<file path="config.mk">
export PLATFORM = sky130hd
export DESIGN_NAME = ata_pio_seq
export DESIGN_NICKNAME = d
export VERILOG_FILES = /design/src/rtl/ata_seq_pkg.sv /design/src/rtl/ata_cmd_class.sv /design/src/rtl/ata_pace.sv /design/src/rtl/ata_pio_seq.sv
export SDC_FILE = /design/constraint.sdc
export NUM_CORES = 1
export LEC_CHECK = 0
export BUFFER_PORTS_ARGS = -buffer_cell sky130_fd_sc_hd__buf_2
export CAP_MARGIN = 20
export CORE_MARGIN = 4
export CORE_UTILIZATION = 30
export CTS_CLUSTER_SIZE = 28
export DETAILED_ROUTE_END_ITERATION = 16
export PLACE_DENSITY = 0.56
export SETUP_SLACK_MARGIN = 0.02
export SKIP_CTS_REPAIR_TIMING = 1
export SLEW_MARGIN = 20
export SYNTH_ARGS = -nofsm -noshare
export SYNTH_HDL_FRONTEND = slang
export SYNTH_HIERARCHICAL = 1
export SYNTH_SLANG_ARGS = --single-unit
</file>
<file path="constraint.sdc">
create_clock -name clk -period 4.3 [get_ports clk]
set_clock_uncertainty 0.05 [all_clocks]
set_input_delay 0 -clock clk [delete_from_list [all_inputs] [get_ports clk]]
set_output_delay 0 -clock clk [all_outputs]
set_load 0.03 [all_outputs]
</file>
<file path="src/rtl/ata_seq_pkg.sv">
package ata_seq_pkg;
    typedef enum logic [2:0] {
        OP_NONE, OP_IDENT, OP_FEAT, OP_PARAM, OP_SETMULT, OP_RD_ONE, OP_RD_MULT
    } op_e;

    typedef enum logic [1:0] {ST_IDLE, ST_FETCH, ST_XFER} st_e;

    localparam int BSY  = 7;
    localparam int DRDY = 6;
    localparam int DF   = 5;
    localparam int DSC  = 4;
    localparam int DRQ  = 3;
    localparam int ERR  = 0;

    localparam logic [7:0] STAT_RESET = 8'h50;
    localparam logic [7:0] STAT_ABORT = 8'h41;
    localparam logic [7:0] STAT_IDENT = 8'h58;
    localparam logic [7:0] STAT_START = 8'h90;
    localparam logic [7:0] ERR_ABORT  = 8'h04;
endpackage

</file>
<file path="src/rtl/ata_cmd_class.sv">
module ata_cmd_class
    import ata_seq_pkg::*;
(
    input  logic [7:0] cmd,
    output op_e        op
);
    always_comb begin
        case (cmd)
            8'hEC:        op = OP_IDENT;
            8'hEF:        op = OP_FEAT;
            8'h91, 8'h10: op = OP_PARAM;
            8'hC6:        op = OP_SETMULT;
            8'h20, 8'h21: op = OP_RD_ONE;
            8'hC4:        op = OP_RD_MULT;
            default:      op = OP_NONE;
        endcase
    end
endmodule

</file>
<file path="src/rtl/ata_pace.sv">
module ata_pace #(
    parameter int SB_W  = 9,
    parameter int IDX_W = 18
) (
    input  logic [IDX_W-1:0] idx_next,
    input  logic [IDX_W-1:0] len,
    input  logic [8:0]       sib,
    input  logic [8:0]       blk,
    output logic             sector_end,
    output logic             block_end,
    output logic             last
);
    always_comb begin
        sector_end = (idx_next[SB_W-1:0] == '0);
        block_end  = sector_end && ((sib + 9'd1) == blk);
        last       = (idx_next == len);
    end
endmodule

</file>
<file path="src/rtl/ata_pio_seq.sv">
module ata_pio_seq
    import ata_seq_pkg::*;
#(
    parameter int LBA_W        = 28,
    parameter int SECTOR_BYTES = 512,
    parameter int MAX_MULT     = 16,
    localparam int SB_W        = $clog2(SECTOR_BYTES)
) (
    input  logic             clk,
    input  logic             rst_n,
    input  logic             cmd_we,
    input  logic [7:0]       cmd_code,
    input  logic [7:0]       sect_cnt,
    input  logic [7:0]       sect_num,
    input  logic [LBA_W-1:0] start_lba,
    input  logic             is_disk,
    input  logic             data_rd,
    output logic [15:0]      rd_data,
    output logic             rd_valid,
    output logic [7:0]       status,
    output logic [7:0]       error_code,
    output logic             irq,
    output logic             fetch_req,
    output logic [LBA_W-1:0] fetch_lba,
    input  logic             fetch_ack,
    output logic [SB_W-2:0]  word_addr,
    input  logic [15:0]      word_data
);
    localparam int IDX_W = SB_W + 9;

    typedef struct packed {
        st_e              st;
        logic             id_mode;
        logic             pend;
        logic [IDX_W-1:0] idx;
        logic [IDX_W-1:0] len;
        logic [LBA_W-1:0] lba;
        logic [8:0]       blk;
        logic [8:0]       sib;
        logic [8:0]       mult;
        logic [7:0]       stat;
        logic [7:0]       err;
        logic             irq;
        logic             rv;
        logic [15:0]      rdat;
    } seq_t;

    seq_t q, d;
    op_e  op;
    logic [IDX_W-1:0] adv;
    logic sector_end, block_end, last;
    logic deliver, abort;
    logic [8:0] nsec;

    ata_cmd_class u_class (.cmd(cmd_code), .op(op));

    assign adv = q.idx + IDX_W'(2);

    ata_pace #(.SB_W(SB_W), .IDX_W(IDX_W)) u_pace (
        .idx_next(adv), .len(q.len), .sib(q.sib), .blk(q.blk),
        .sector_end(sector_end), .block_end(block_end), .last(last)
    );

    always_comb begin
        d       = q;
        d.irq   = 1'b0;
        d.rv    = 1'b0;
        deliver = 1'b0;
        abort   = 1'b0;
        nsec    = (sect_cnt == 8'd0) ? 9'd256 : {1'b0, sect_cnt};

        case (q.st)
            ST_FETCH: if (fetch_ack) begin
                d.stat[BSY]  = 1'b0;
                d.stat[DRDY] = 1'b1;
                d.pend       = 1'b0;
                d.st         = ST_XFER;
                if (q.pend) deliver = 1'b1;
                else        d.stat[DRQ] = 1'b1;
            end
            ST_XFER: if (data_rd) begin
                if (!q.id_mode && q.idx[SB_W-1:0] == '0 && q.idx != '0) begin
                    d.st        = ST_FETCH;
                    d.lba       = q.lba + LBA_W'(1);
                    d.pend      = 1'b1;
                    d.stat[BSY] = 1'b1;
                end else begin
                    deliver = 1'b1;
                end
            end
            default: if (data_rd) begin
                d.rv        = 1'b1;
                d.rdat      = 16'h0000;
                d.stat[ERR] = 1'b1;
            end
        endcase

        if (deliver) begin
            d.rv   = 1'b1;
            d.rdat = word_data;
            d.idx  = adv;
            if (q.id_mode) begin
                if (last) begin
                    d.stat[DRQ] = 1'b0;
                    d.st        = ST_IDLE;
                end
            end else begin
                if (sector_end) d.sib = block_end ? 9'd0 : q.sib + 9'd1;
                if (block_end || last) begin
                    d.irq        = 1'b1;
                    d.stat[BSY]  = 1'b0;
                    d.stat[DRDY] = 1'b1;
                    d.stat[DRQ]  = !last;
                    if (last) d.st = ST_IDLE;
                end
            end
        end

        if (cmd_we) begin
            case (op)
                OP_IDENT: begin
                    if (is_disk) begin
                        d.err     = 8'h00;
                        d.stat    = STAT_IDENT;
                        d.irq     = 1'b1;
                        d.id_mode = 1'b1;
                        d.idx     = '0;
                        d.len     = IDX_W'(SECTOR_BYTES);
                        d.pend    = 1'b0;
                        d.st      = ST_XFER;
                    end else begin
                        abort = 1'b1;
                    end
                end
                OP_FEAT: begin
                    d.stat[BSY]  = 1'b0;
                    d.stat[DF]   = 1'b0;
                    d.stat[ERR]  = 1'b0;
                    d.stat[DRDY] = 1'b1;
                    d.stat[DSC]  = 1'b1;
                    d.irq        = 1'b1;
                end
                OP_PARAM: begin
                    d.stat[ERR]  = 1'b0;
                    d.stat[DRDY] = 1'b1;
                    d.stat[DSC]  = 1'b1;
                    d.irq        = 1'b1;
                end
                OP_SETMULT: begin
                    if (int'(sect_num) > MAX_MULT) begin
                        abort = 1'b1;
                    end else begin
                        d.mult       = (sect_cnt == 8'd0) ? 9'd1 : {1'b0, sect_cnt};
                        d.stat[DRDY] = 1'b1;
                        d.stat[ERR]  = 1'b0;
                        d.irq        = 1'b1;
                    end
                end
                OP_RD_ONE, OP_RD_MULT: begin
                    d.blk     = (op == OP_RD_ONE) ? 9'd1 : q.mult;
                    d.lba     = start_lba;
                    d.len     = {nsec, {SB_W{1'b0}}};
                    d.idx     = '0;
                    d.sib     = 9'd0;
                    d.id_mode = 1'b0;
                    d.pend    = 1'b0;
                    d.st      = ST_FETCH;
                    d.stat    = STAT_START;
                    d.err     = 8'h00;
                end
                default: ;
            endcase
            if (abort) begin
                d.stat = STAT_ABORT;
                d.err  = ERR_ABORT;
                d.irq  = 1'b1;
                d.st   = ST_IDLE;
                d.pend = 1'b0;
            end
        end
    end

    always_ff @(posedge clk) begin
        if (!rst_n) begin
            q.st      <= ST_IDLE;
            q.id_mode <= 1'b0;
            q.pend    <= 1'b0;
            q.idx     <= '0;
            q.len     <= '0;
            q.lba     <= '0;
            q.blk     <= 9'd1;
            q.sib     <= 9'd0;
            q.mult    <= 9'd1;
            q.stat    <= STAT_RESET;
            q.err     <= 8'h00;
            q.irq     <= 1'b0;
            q.rv      <= 1'b0;
            q.rdat    <= 16'h0000;
        end else begin
            q <= d;
        end
    end

    assign rd_data    = q.rdat;
    assign rd_valid   = q.rv;
    assign status     = q.stat;
    assign error_code = q.err;
    assign irq        = q.irq;
    assign fetch_req  = (q.st == ST_FETCH);
    assign fetch_lba  = q.lba;
    assign word_addr  = q.idx[SB_W-1:1];
endmodule

</file>
* Word-level counts from Yosys, hierarchy flattened *
Cells that the tools add are included.
W data, S select, Z words.

cells by class
  $add $sub $neg = 3
  order comparisons = 1
  equality and inequality tests = 21
  muxes and demuxes = 77
  bitwise logic cells = 1
  reductions and logical operators = 29

operators with widths
  cell                     count
  $mux W112                1
  $mux W28                 3
  $pmux W40 S2             1
  $mux W9                  8
  $mux W17                 4
  $mux W46                 1
  $eq A8 B8 Y1 const B     5
  $mux W40                 1
  $mux W18                 2
  $add A28 B1 Y28 const B  1
  $mux W1                  28
  $mux W2                  13
  $add A18 B2 Y18 const B  1
  $eq A18 B18 Y1           1
  $logic_not A9 Y1         2
  $pmux W3 S6              1
  $reduce_bool A18 Y1      1
  $eq A8 B6 Y1 const B     2
  $pmux W8 S2              1
  $reduce_and A3 Y1        5
  $pmux W1 S2              6
  $reduce_or A2 Y1         5
  $add A9 B1 Y9 const B    1
  $eq A3 B3 Y1 const B     3
  25 further kinds         35

word-level totals
  bits in registers = 129
  input port bits = 74

* Logic depth before layout (Yosys ltp) *
Gate-level depths: netlist of run 1.

  depth after elaboration = 14
  depth in mapped cells = 14
  gate-level depth less buffers = 14

* By module *
Netlist of run 1, hierarchy kept.

by module, submodules not included
  module         times used  cells an instance  area each (um^2)  sequential area each (um^2)
  ata_pio_seq    1           740                5931.9            2142.1
  ata_pace       1           68                 530.5             0.0
  ata_cmd_class  1           13                 88.8              0.0

* Worst setup path after synthesis of run 1 *
Ideal clock, no wire load.

  path kind = reg2reg
  from = reg q, in the netlist word_addr[0]
  to = reg q, in the netlist status[7]
  setup time = 125 ps
  arrival = 2901 ps
  path slack = 1224 ps
  stages on the path, launching flop included = 13
  clock period less this slack = 3076 ps
  path through = dfxtp_1 > and3_1 > nand3_1 > or4_1 > xnor2_1 > xor2_1 > nor4_1 > nand3_1 > nor4_1 > nor2_1 > or2_2 > o221ai_1 > a211oi_1

on the way
  elaborated cells between the ends (all ways) = 22
  classes of those cells = add/sub (1); eq/ne (1); mux (13); reduce/logical (7)

RTL lines
  what                    line                source
  start: declaration      ata_pio_seq.sv:48   seq_t q, d;
  $add A18 B2 Y18 (*)     ata_pio_seq.sv:57   assign adv = q.idx + IDX_W'(2);
  net adv[12]             ata_pio_seq.sv:50   logic [IDX_W-1:0] adv;
  $eq A18 B18 Y1 (*)      ata_pace.sv:16      last = (idx_next == len);
  net last                ata_pio_seq.sv:51   logic sector_end, block_end, last;
  $logic_or A1 B1 Y1 (*)  ata_pio_seq.sv:109  if (block_end || last) begin
  $mux W2 (*)             ata_pio_seq.sv:109
  $mux W2 (*)             ata_pio_seq.sv:102  if (q.id_mode) begin
  $mux W2 (*)             ata_pio_seq.sv:98   if (deliver) begin
  $mux W17                ata_pio_seq.sv:122  if (is_disk) begin
  $pmux W1 S3             ata_pio_seq.sv:120  case (op)
  $mux W17                ata_pio_seq.sv:173  if (abort) begin
  $mux W112 (*)           ata_pio_seq.sv:119  if (cmd_we) begin

Mark *: on every way through the listed nets, which the timed path passes. The rest lies on a longest branch. The select of a mux whose other input is x is not followed.
A chain may end at the register's enable or synchronous reset.

* Worst setup path after layout of run 1 *
Same ends and word-level chain as after synthesis.

==> results.sh, run 1 <==
export IMPL_final_util=0.374
export IMPL_drv_slew=0
export IMPL_seq_area_sq_um=2140
export IMPL_crit_family="simple AND/OR/NAND/NOR gates"
export IMPL_grt_pass1_wl_mm=30.6
export IMPL_synth_seq_cells=107
export IMPL_leakage_uw=0.00308
export IMPL_synth_area_sq_um=6550
export IMPL_critPathArrivalTime_ps=3810
export IMPL_die_area_sq_um=24300
export IMPL_path_class="flop to flop"
export IMPL_grt_antenna_before_repair=0
export IMPL_path_buf_inv=0
export IMPL_viasPerCell=5.27
export IMPL_synth_top_area_frac=0.327
export IMPL_grt_overflow=0
export IMPL_yosysTopAreaCell="dfxtp_1"
export IMPL_power_density_nw_per_um2=278
export IMPL_use_met3=0.0230
export IMPL_post_synth_cell_area_avg_sq_um=7.98
export IMPL_final_layout_size_suffix_gt1_frac=0.186
export IMPL_htree_levels=3
export IMPL_vias=6440
export IMPL_startpoint="word_addr[0]"
export IMPL_gr_usage_met1=0.222
export IMPL_worstSkewPairLatency_ps=350
export IMPL_final_hold_violation_count=1
export IMPL_finalCriticalPeriod_ps=3650
export IMPL_antenna_cells=0
export IMPL_multi_input_area_sq_um=3700
export IMPL_cts_tree="done"
export IMPL_pin_count=145
export IMPL_reg2reg_from="word_addr[0]"
export IMPL_setup_viol=0
export IMPL_drv_cap=0
export IMPL_grt_usage=0.156
export IMPL_period_share=0.849
export IMPL_fp_dieH_um=156
export IMPL_yosys_warnings=6
export IMPL_finalSetupTns_ps=0
export IMPL_cpMaxStageDelayCell="nor4_1"
export IMPL_rsz0062_at_grt="no"
export IMPL_cpPeakStageDelay_ps=490
export IMPL_path_common_cell="nand3_1"
export IMPL_cts_buffers=9
export IMPL_ys_seq_area_frac=0.327
export IMPL_wl_per_cell_um=16.2
export IMPL_synthDistinctLibCells=68
export IMPL_cp_max_fo=8
export IMPL_use_met2=0.246
export IMPL_whs_ps=-57.4
export IMPL_dp_hpwl_mm=14.5
export IMPL_grt_max_degree=54
export IMPL_worst_ep_required_time_ps=4460
export IMPL_synth_ff_type="dfxtp_1"
export IMPL_async_flop_share=0
export IMPL_antenna_left=0
export IMPL_first_iter_violations=430
export IMPL_n_fill_cell=2225
export IMPL_start_util=0.309
export IMPL_syn2layout_area_growth_pct=21.0
export IMPL_synth_edf_count=0
export IMPL_violations="negative hold slack"
export IMPL_gr_max_usage_layer="met2"
export IMPL_yosysMostFrequentCell="dfxtp_1"
export IMPL_route_detailed_drc=0
export IMPL_hold_start="start_lba[26]"
export IMPL_synth_area_top_cells="dfxtp_1 (33%), buf_4 (7.9%), nand3_1 (5.2%), nand2_1 (4.1%), a21oi_1 (4.0%)"
export IMPL_firstDrtPassIters=4
export IMPL_p_total_uw=2210
export IMPL_rows=53
export IMPL_status="finished, violations left"
export IMPL_port_buffers=134
export IMPL_synthCells=821
export IMPL_grt_pass1_vias=5685
export IMPL_worst_pin_slew_ps=977
export IMPL_worstHoldPathType="input pin to flop"
export IMPL_path_clk_slew_ps=80
export IMPL_ys_top_cells_by_count="dfxtp_1 (107), nand2_1 (72), buf_4 (69)"
export IMPL_core_sq_um=21200
export IMPL_worstSetupStartpointType="flop"
export IMPL_ir_drop_mv=0.156
export IMPL_clockRootBuffer="clkbuf_16"
export IMPL_max_freq_ghz=0.274
export IMPL_final_nets=1023
export IMPL_fp_dieW_um=156
export IMPL_place_congestion=0.830
export IMPL_cp_end_kind="flop"
export IMPL_max_slew_margin=0.342
export IMPL_cts_sinks=107
export IMPL_clock_tree_buffer_depth=2
export IMPL_path_cells="ha_1 -> nand3_1 -> nor3_1 -> nand3_1 -> nor2_1 -> xor2_1 -> xor2_1 -> nor4_1 -> nand3_1 -> nor4_1 -> nor2_1 -> or2_2 -> o221ai_1 -> a211oi_1"
export IMPL_finalWirelength_mm=19.9
[placed cells by master (no fill, tap or decap), drive strengths merged, types with 4 or more instances in the layout]
cell         netlist  layout
xnor2             29      29
xor2              27      27
nor2              32      32
nand4             21      21
conb               1      22
o2111ai            5       5
a22o               7       7
dlygate4sd3        0      52
mux2i              8       8
nor2b             12      12
and4               5       5
and3              11      11
a21oi             53      53
nand3             69      69
clkbuf            31      10
o31ai             11      11
o21ai             53      53
nor3              12      12
a21boi            13      13
a211oi             5       5
inv               24      25
a31oi             20      20
ha                 6       6
nand2             72      72
bufinv             0       4
or4               20      20
buf               78     147
dfxtp            107     107
nor4              19      19
or3               24      24
[kinds of logic after synthesis]
group,count (synthesis),synth area share
AOI/OAI and AO/OA,196,0.189
xor gates and xnor gates,56,0.0760
adders and majority gates,6,0.0115
buffers and inverters,133,0.122
DFF,107,0.327
muxes,8,0.0122
other,1,0.000572
and+or+nand+nor,314,0.262
[worst reg2reg max path, cell delays in order (launching register included)]
cell and delay, ps:
dfxtp_1 480, ha_1 280, nand3_1 120, nor3_1 320, nand3_1 260, nor2_1 170
xor2_1 180, xor2_1 100, nor4_1 240, nand3_1 130, nor4_1 490, nor2_1 120
or2_2 300, o221ai_1 180, a211oi_1 100
[metrics by stage]
| stage | cells | hold WS (ps) | setup slack [ps] | instance area, sq um |
|---|---|---|---|---|
| after floorplan | 842 | 44.2 | 1220 | 6630 |
| after global placement | 1155 | 168 | 804 | 7040 |
| after detailed placement | 1155 | 174 | 715 | 7040 |
| after CTS | 1171 | -203 | 679 | 7410 |
| after global routing | 1223 | 0.684 | 323 | 7930 |
| final | 1223 | -57.4 | 651 | 7930 |
[flip-flops by register name (all words and copies together) (netlist names)]
name,cells
error_code,1
irq,1
fetch_lba,28
rd_valid,1
rd_data,16
word_addr,8
q,47
status,5
[layout make-up]
class | count | area share
repair buffers | 199 | 0.163
clock buffers | 10 | 0.0289
multi-input cells | 602 | 0.467
flip-flops and latches | 107 | 0.270
well taps | 275 | 0.0434
clock inverters | 6 | 0.0172
inverters | 24 | 0.0114
[routing by layer]
metal,vias up,routed length [um]
li1,3160,-
met1,3117,9450
met2,141,9260
met3,22,858
met4,0,306
met5,-,0
[power by group]
group,internal [uW],leakage (uW),total (uW),switching (uW)
clock,632,0.000173,1030,403
combinational,79.9,0.00204,173,93.2
sequential,994,0.000862,1000,6.43
total,1710,0.00308,2210,502
[path summary, 6_finish.rpt]
kind                    to  slack [ps]  cells past startpoint
max reg2reg      status[7]         650                     14
min          fetch_lba[26]         -60                      3
max              status[7]         650                     14
min reg2reg  error_code[2]         400                      2
Power figures use the tool's default switching activity.
==> inputs of run 2 (changes only) <==
Settings changed: PLACE_DENSITY 0.56 to 0.58.
Clock period 4.3 ns to 3 ns, I/O delays scaled along.
==> results.sh, run 2 (synthesized netlist as in run 1, its figures left out) <==
export IMPL_rows=53
export IMPL_clock_tree_buffer_depth=2
export IMPL_path_common_cell="nand3_1"
export IMPL_power_density_nw_per_um2=340
export IMPL_status="completed"
export IMPL_worst_ep_required_time_ps=3200
export IMPL_finalWirelength_mm=20.6
export IMPL_post_place_cells=1198
export IMPL_regMostFlops="q"
export IMPL_worstSkewPairLatency_ps=360
export IMPL_whs_ps=3.85
export IMPL_mostFrequentLayoutCells="buf_2 (134), dfxtp_1 (104), nand2_1 (72), nand3_1 (66), buf_4 (58)"
export IMPL_leakage_uw=0.00335
export IMPL_pre_cts_slack_ps=-136
export IMPL_final_cells=1274
export IMPL_cp_end_kind="flop"
export IMPL_final_hold_violation_count=0
export IMPL_grt_usage=0.158
export IMPL_grt_overflow=0
export IMPL_firstDrtPassIters=5
export IMPL_hold_start="is_disk"
export IMPL_reg2reg_from="word_addr[1]"
export IMPL_start_util=0.309
export IMPL_grt_pass1_wl_mm=30.9
export IMPL_dp_hpwl_mm=15.0
export IMPL_ir_drop_mv=0.307
export IMPL_n_fill_cell=2227
export IMPL_route_detailed_drc=0
export IMPL_design_area_sq_um=8420
export IMPL_place_area_sq_um=7410
export IMPL_pin_count=145
export IMPL_final_layout_size_suffix_gt1_frac=0.244
export IMPL_clockRootBuffer="clkbuf_16"
export IMPL_final_util=0.397
export IMPL_r2r_end="status[7]"
export IMPL_grt_max_degree=50
export IMPL_grt_antenna_before_repair=0
export IMPL_period_share=0.959
export IMPL_cpPeakStageDelay_ps=340
export IMPL_cpMaxStageDelayCell="dfxtp_2"
export IMPL_setup_viol=0
export IMPL_antenna_left=0
export IMPL_worst_pin_slew_ps=870
export IMPL_seq_area_sq_um=2150
export IMPL_path_class="flop to flop"
export IMPL_final_common_cell="buf_2"
export IMPL_syn2layout_area_growth_pct=28.5
export IMPL_first_iter_violations=459
export IMPL_antenna_cells=0
export IMPL_viasPerCell=5.14
export IMPL_max_slew_margin=0.419
export IMPL_hold_end="q[125]"
export IMPL_core_sq_um=21200
export IMPL_largest_reg_flops=47
export IMPL_vias=6544
export IMPL_worstSetupStartpointType="flop"
export IMPL_max_freq_ghz=0.348
export IMPL_cts_sinks=107
export IMPL_fp_dieW_um=156
export IMPL_min_path_cells=4
export IMPL_place_congestion=0.856
export IMPL_port_buffers=134
export IMPL_finalCriticalPeriod_ps=2880
export IMPL_r2r_cells=15
export IMPL_fp_dieH_um=156
export IMPL_cp_max_fo=4
export IMPL_multi_input_area_sq_um=3840
export IMPL_grt_pass1_vias=5686
export IMPL_final_nets=1074
export IMPL_htree_levels=3
export IMPL_cts_buffers=9
export IMPL_path_cells="buf_6 -> ha_4 -> nand3_4 -> nor3_4 -> buf_4 -> nand3_1 -> xnor2_1 -> xor2_1 -> nor4_1 -> nand3_1 -> nor4_4 -> nor2_2 -> or2_4 -> o221ai_4 -> a211oi_2"
export IMPL_drv_cap=0
export IMPL_rsz0062_at_grt="yes"
export IMPL_fin_ws_ps=124
export IMPL_cts_tree="done"
export IMPL_die_area_sq_um=24300
export IMPL_drv_slew=0
export IMPL_critPathArrivalTime_ps=3070
export IMPL_wl_per_cell_um=16.2
export IMPL_worstHoldPathType="input pin to flop"
export IMPL_path_clk_slew_ps=80
export IMPL_reg2reg_slack_ps=120
run 2: cell count changes in the layout (fill, tap and decap cells not counted), moves of 3 or more:
cell / delta
buf_4: +45
dfxtp_1: -3
bufinv_16: -4
buf_12: +3
run 2: worst max-delay path by stage:
stage | slack (ps) | cells past startpoint | start | end
floorplan | 20 | 12 | word_addr[1] | status[7]
global placement | -100 | 15 | word_addr[1] | status[7]
detailed placement | -140 | 15 | word_addr[1] | status[7]
CTS | -170 | 15 | word_addr[1] | status[7]
global route | -40 | 15 | word_addr[1] | q[50]
finish | 120 | 15 | word_addr[1] | status[7]
run 2: worst max-delay path: cells and delay by family, from the launching register on:
kind | cells | cell delay [ps]
xor+xnor | 2 | 310
fa+ha+maj | 1 | 160
compound gates | 2 | 230
flops | 1 | 340
buf+inv | 2 | 250
simple gates | 8 | 1420
run 2: metal layers:
metal / GRT usage / vias up / share of wire
li1: - / 3268 / -
met5: 0 / - / 0
met3: 0.0275 / 17 / 0.043
met2: 0.248 / 155 / 0.47
met4: 0.0504 / 0 / 0.016
met1: 0.221 / 3104 / 0.47
run 2: power breakdown:
part | switching (uW) | internal, uW | total [uW]
Clock | 601 | 575 | 1180
Combinational | 135 | 118 | 253
Sequential | 8.91 | 1420 | 1430
run 2: area by class of cell:
type,count,area share
tap,275,0.0409
multi-input combinational,602,0.456
inverter,24,0.0107
clock buffer,10,0.0272
clock inverter,6,0.00565
timing repair buffer,250,0.204
sequential,107,0.255
run 2: metrics by stage:
stage / TNS [ps] / total power (uW)
floorplan: 0 / 1580
global placement: -130 / 1660
detailed placement: -269 / 1660
CTS: -516 / 2820
global route: -258 / 2970
finish: 0 / 2860
==> inputs of run 3 (changes only) <==
Settings changed: ABC_AREA set to 1.
==> results.sh, run 3 <==
export IMPL_status="completed"
export IMPL_port_buffers=134
export IMPL_async_flop_share=0
export IMPL_yosysMostFrequentCell="nand2_1"
export IMPL_final_nets=1332
export IMPL_synthDistinctLibCells=46
export IMPL_p_comb_frac=0.087
export IMPL_rows=55
export IMPL_place_area_sq_um=7610
export IMPL_cp_max_fo=4
export IMPL_firstDrtPassIters=5
export IMPL_mostFrequentLayoutCells="nand2_1 (322), inv_1 (139), buf_2 (134), dfxtp_1 (104), nor2_1 (97)"
export IMPL_reg2reg_slack_ps=220
export IMPL_start_util=0.309
export IMPL_power_density_nw_per_um2=345
export IMPL_worstHoldPathType="input pin to flop"
export IMPL_post_place_cells=1495
export IMPL_finalWirelength_mm=19.6
export IMPL_net_switching_power_uw=750
export IMPL_wl_per_cell_um=12.5
export IMPL_vias=6969
export IMPL_cts_tree="done"
export IMPL_cts_sinks=107
export IMPL_post_synth_cell_area_avg_sq_um=6.36
export IMPL_synth_edf_count=0
export IMPL_final_layout_size_suffix_gt1_frac=0.171
export IMPL_ir_drop_mv=0.255
export IMPL_p_int_uw=2210
export IMPL_yosys_warnings=6
export IMPL_worstSetupStartpointType="flop"
export IMPL_dp_hpwl_mm=14.9
export IMPL_grt_usage=0.144
export IMPL_antenna_left=0
export IMPL_place_congestion=0.871
export IMPL_synth_seq_cells=107
export IMPL_clock_tree_buffer_depth=2
export IMPL_p_total_uw=2960
export IMPL_r2r_end="status[3]"
export IMPL_clockRootBuffer="clkbuf_16"
export IMPL_syn2layout_area_growth_pct=21.3
export IMPL_clockPowerShare=0.431
export IMPL_p_sw_frac=0.253
export IMPL_synth_area_top_cells="dfxtp_1 (30%), nand2_1 (17%), buf_4 (7.5%), inv_1 (7.4%), nand3_1 (5.7%)"
export IMPL_grt_antenna_before_repair=0
export IMPL_path_class="flop to flop"
export IMPL_grt_pass1_wl_mm=31.1
export IMPL_synth_top_area_frac=0.303
export IMPL_grt_pass1_vias=6257
export IMPL_reg2reg_from="word_addr[1]"
export IMPL_synthCells=1112
export IMPL_final_hold_violation_count=0
export IMPL_cts_buffers=9
export IMPL_critPathArrivalTime_ps=3030
export IMPL_ys_seq_area_frac=0.303
export IMPL_drv_cap=0
export IMPL_synth_area_sq_um=7080
export IMPL_period_share=0.926
export IMPL_r2r_cells=20
export IMPL_p_seq_frac=0.482
export IMPL_cp_end_kind="flop"
export IMPL_antenna_cells=0
export IMPL_grt_max_degree=48
export IMPL_path_clk_slew_ps=80
export IMPL_synth_ff_type="dfxtp_1"
export IMPL_final_common_cell="nand2_1"
export IMPL_design_area_sq_um=8590
export IMPL_first_iter_violations=424
export IMPL_rsz0062_at_grt="yes"
export IMPL_drv_slew=0
export IMPL_worst_pin_slew_ps=799
export IMPL_grt_overflow=0
export IMPL_regMostFlops="q"
export IMPL_n_fill_cell=2439
export IMPL_yosysTopAreaCell="dfxtp_1"
export IMPL_largest_reg_flops=47
export IMPL_hold_end="q[125]"
export IMPL_final_cells=1570
export IMPL_fp_dieW_um=162
export IMPL_htree_levels=3
export IMPL_max_slew_margin=0.467
export IMPL_core_sq_um=22900
export IMPL_finalCriticalPeriod_ps=2780
export IMPL_ys_top_cells_by_count="nand2_1 (326), inv_1 (140), dfxtp_1 (107)"
export IMPL_setup_viol=0
export IMPL_max_freq_ghz=0.360
export IMPL_pin_count=145
export IMPL_worst_ep_required_time_ps=3250
export IMPL_min_path_cells=4
export IMPL_die_area_sq_um=26100
export IMPL_hold_start="fetch_ack"
export IMPL_leakage_uw=0.00418
export IMPL_fp_dieH_um=162
export IMPL_route_detailed_drc=0
export IMPL_worstSkewPairLatency_ps=360
export IMPL_viasPerCell=4.44
==> run 3: cell types whose count changed in the layout (fill, tap and decap cells not counted), sizes merged, moves of 16 or more <==
cell	change
inv	+119
o21ai	+16
nand2	+257
buf	-50
a31oi	-20
nor2	+87
or4	-20
or3	-24
==> run 3: cell families (layout without fill, tap and decap cells) <==
family / count (synthesis) / in the layout / synth area share
and+or+nand+nor: 577 / 577 / 0.352
buffers and inverters: 240 / 361 / 0.173
AOI/OAI and AO/OA: 134 / 134 / 0.0999
DFF: 107 / 107 / 0.303
xor gates and xnor gates: 47 / 47 / 0.0603
adders and majority gates: 6 / 6 / 0.0106
other: 1 / 25 / 0.000530
==> run 3: worst max-delay path, stage by stage, from the launching register on <==
cell and delay, ps:
dfxtp_2 360, ha_4 160, nand2_4 60, nor3_4 190, nand2_1 90, inv_2 70, nand4_1 110, nor2_2 180
nand2_2 80, xor2_2 150, xnor2_1 160, nand2_1 80, nor2_2 140, nand3_2 90, nor2_2 140, inv_1 60
a21oi_2 140, nand2_2 90, nand2_1 110, nand2_1 70, a21oi_2 130
==> run 3: layer usage <==
layer | vias up | share of wire | track usage
li1 | 3684 | - | -
met1 | 3087 | 0.47 | 0.194
met2 | 169 | 0.45 | 0.235
met3 | 29 | 0.054 | 0.0281
met4 | 0 | 0.019 | 0.0430
met5 | - | 0 | 0
==> run 3: stage by stage <==
step | util | hold slack [ps] | TNS, ps | worst slack (ps)
4_1_cts | 0.346 | -180 | 0 | 52.4
3_3_place_gp | 0.332 | 201 | 0 | 168
3_5_place_dp | 0.332 | 210 | 0 | 107
6_report | 0.375 | 51.1 | 0 | 221
2_1_floorplan | - | 93.4 | 0 | 465
5_1_grt | 0.375 | 83.5 | -207 | -103
==> run 3: worst max path at each step <==
stage | from | to | slack (ps)
after floorplan | word_addr[0] | status[3] | 470
after global placement | word_addr[0] | status[3] | 170
after detailed placement | word_addr[0] | status[3] | 110
after CTS | word_addr[0] | status[3] | 50
after global routing | word_addr[1] | status[3] | -100
final | word_addr[1] | status[3] | 220
==> run 3: layout make-up <==
cell class	instances	area, sq um	area share
clock inverter	7	88.8	0.0103
clock buffer	9	225	0.0262
timing repair buffer	202	1320	0.154
tap	313	392	0.0456
inverter	143	538	0.0627
sequential	107	2150	0.250
multi-input combinational	789	3880	0.452
==> run 3: power by group through the flow <==
stage	Sequential, uW	Combinational (uW)	Clock [uW]
3_3_place_gp	1460	201	0
2_1_floorplan	1460	129	0
6_report	1420	257	1280
5_1_grt	1430	287	1370
3_5_place_dp	1460	201	0
4_1_cts	1420	201	1300
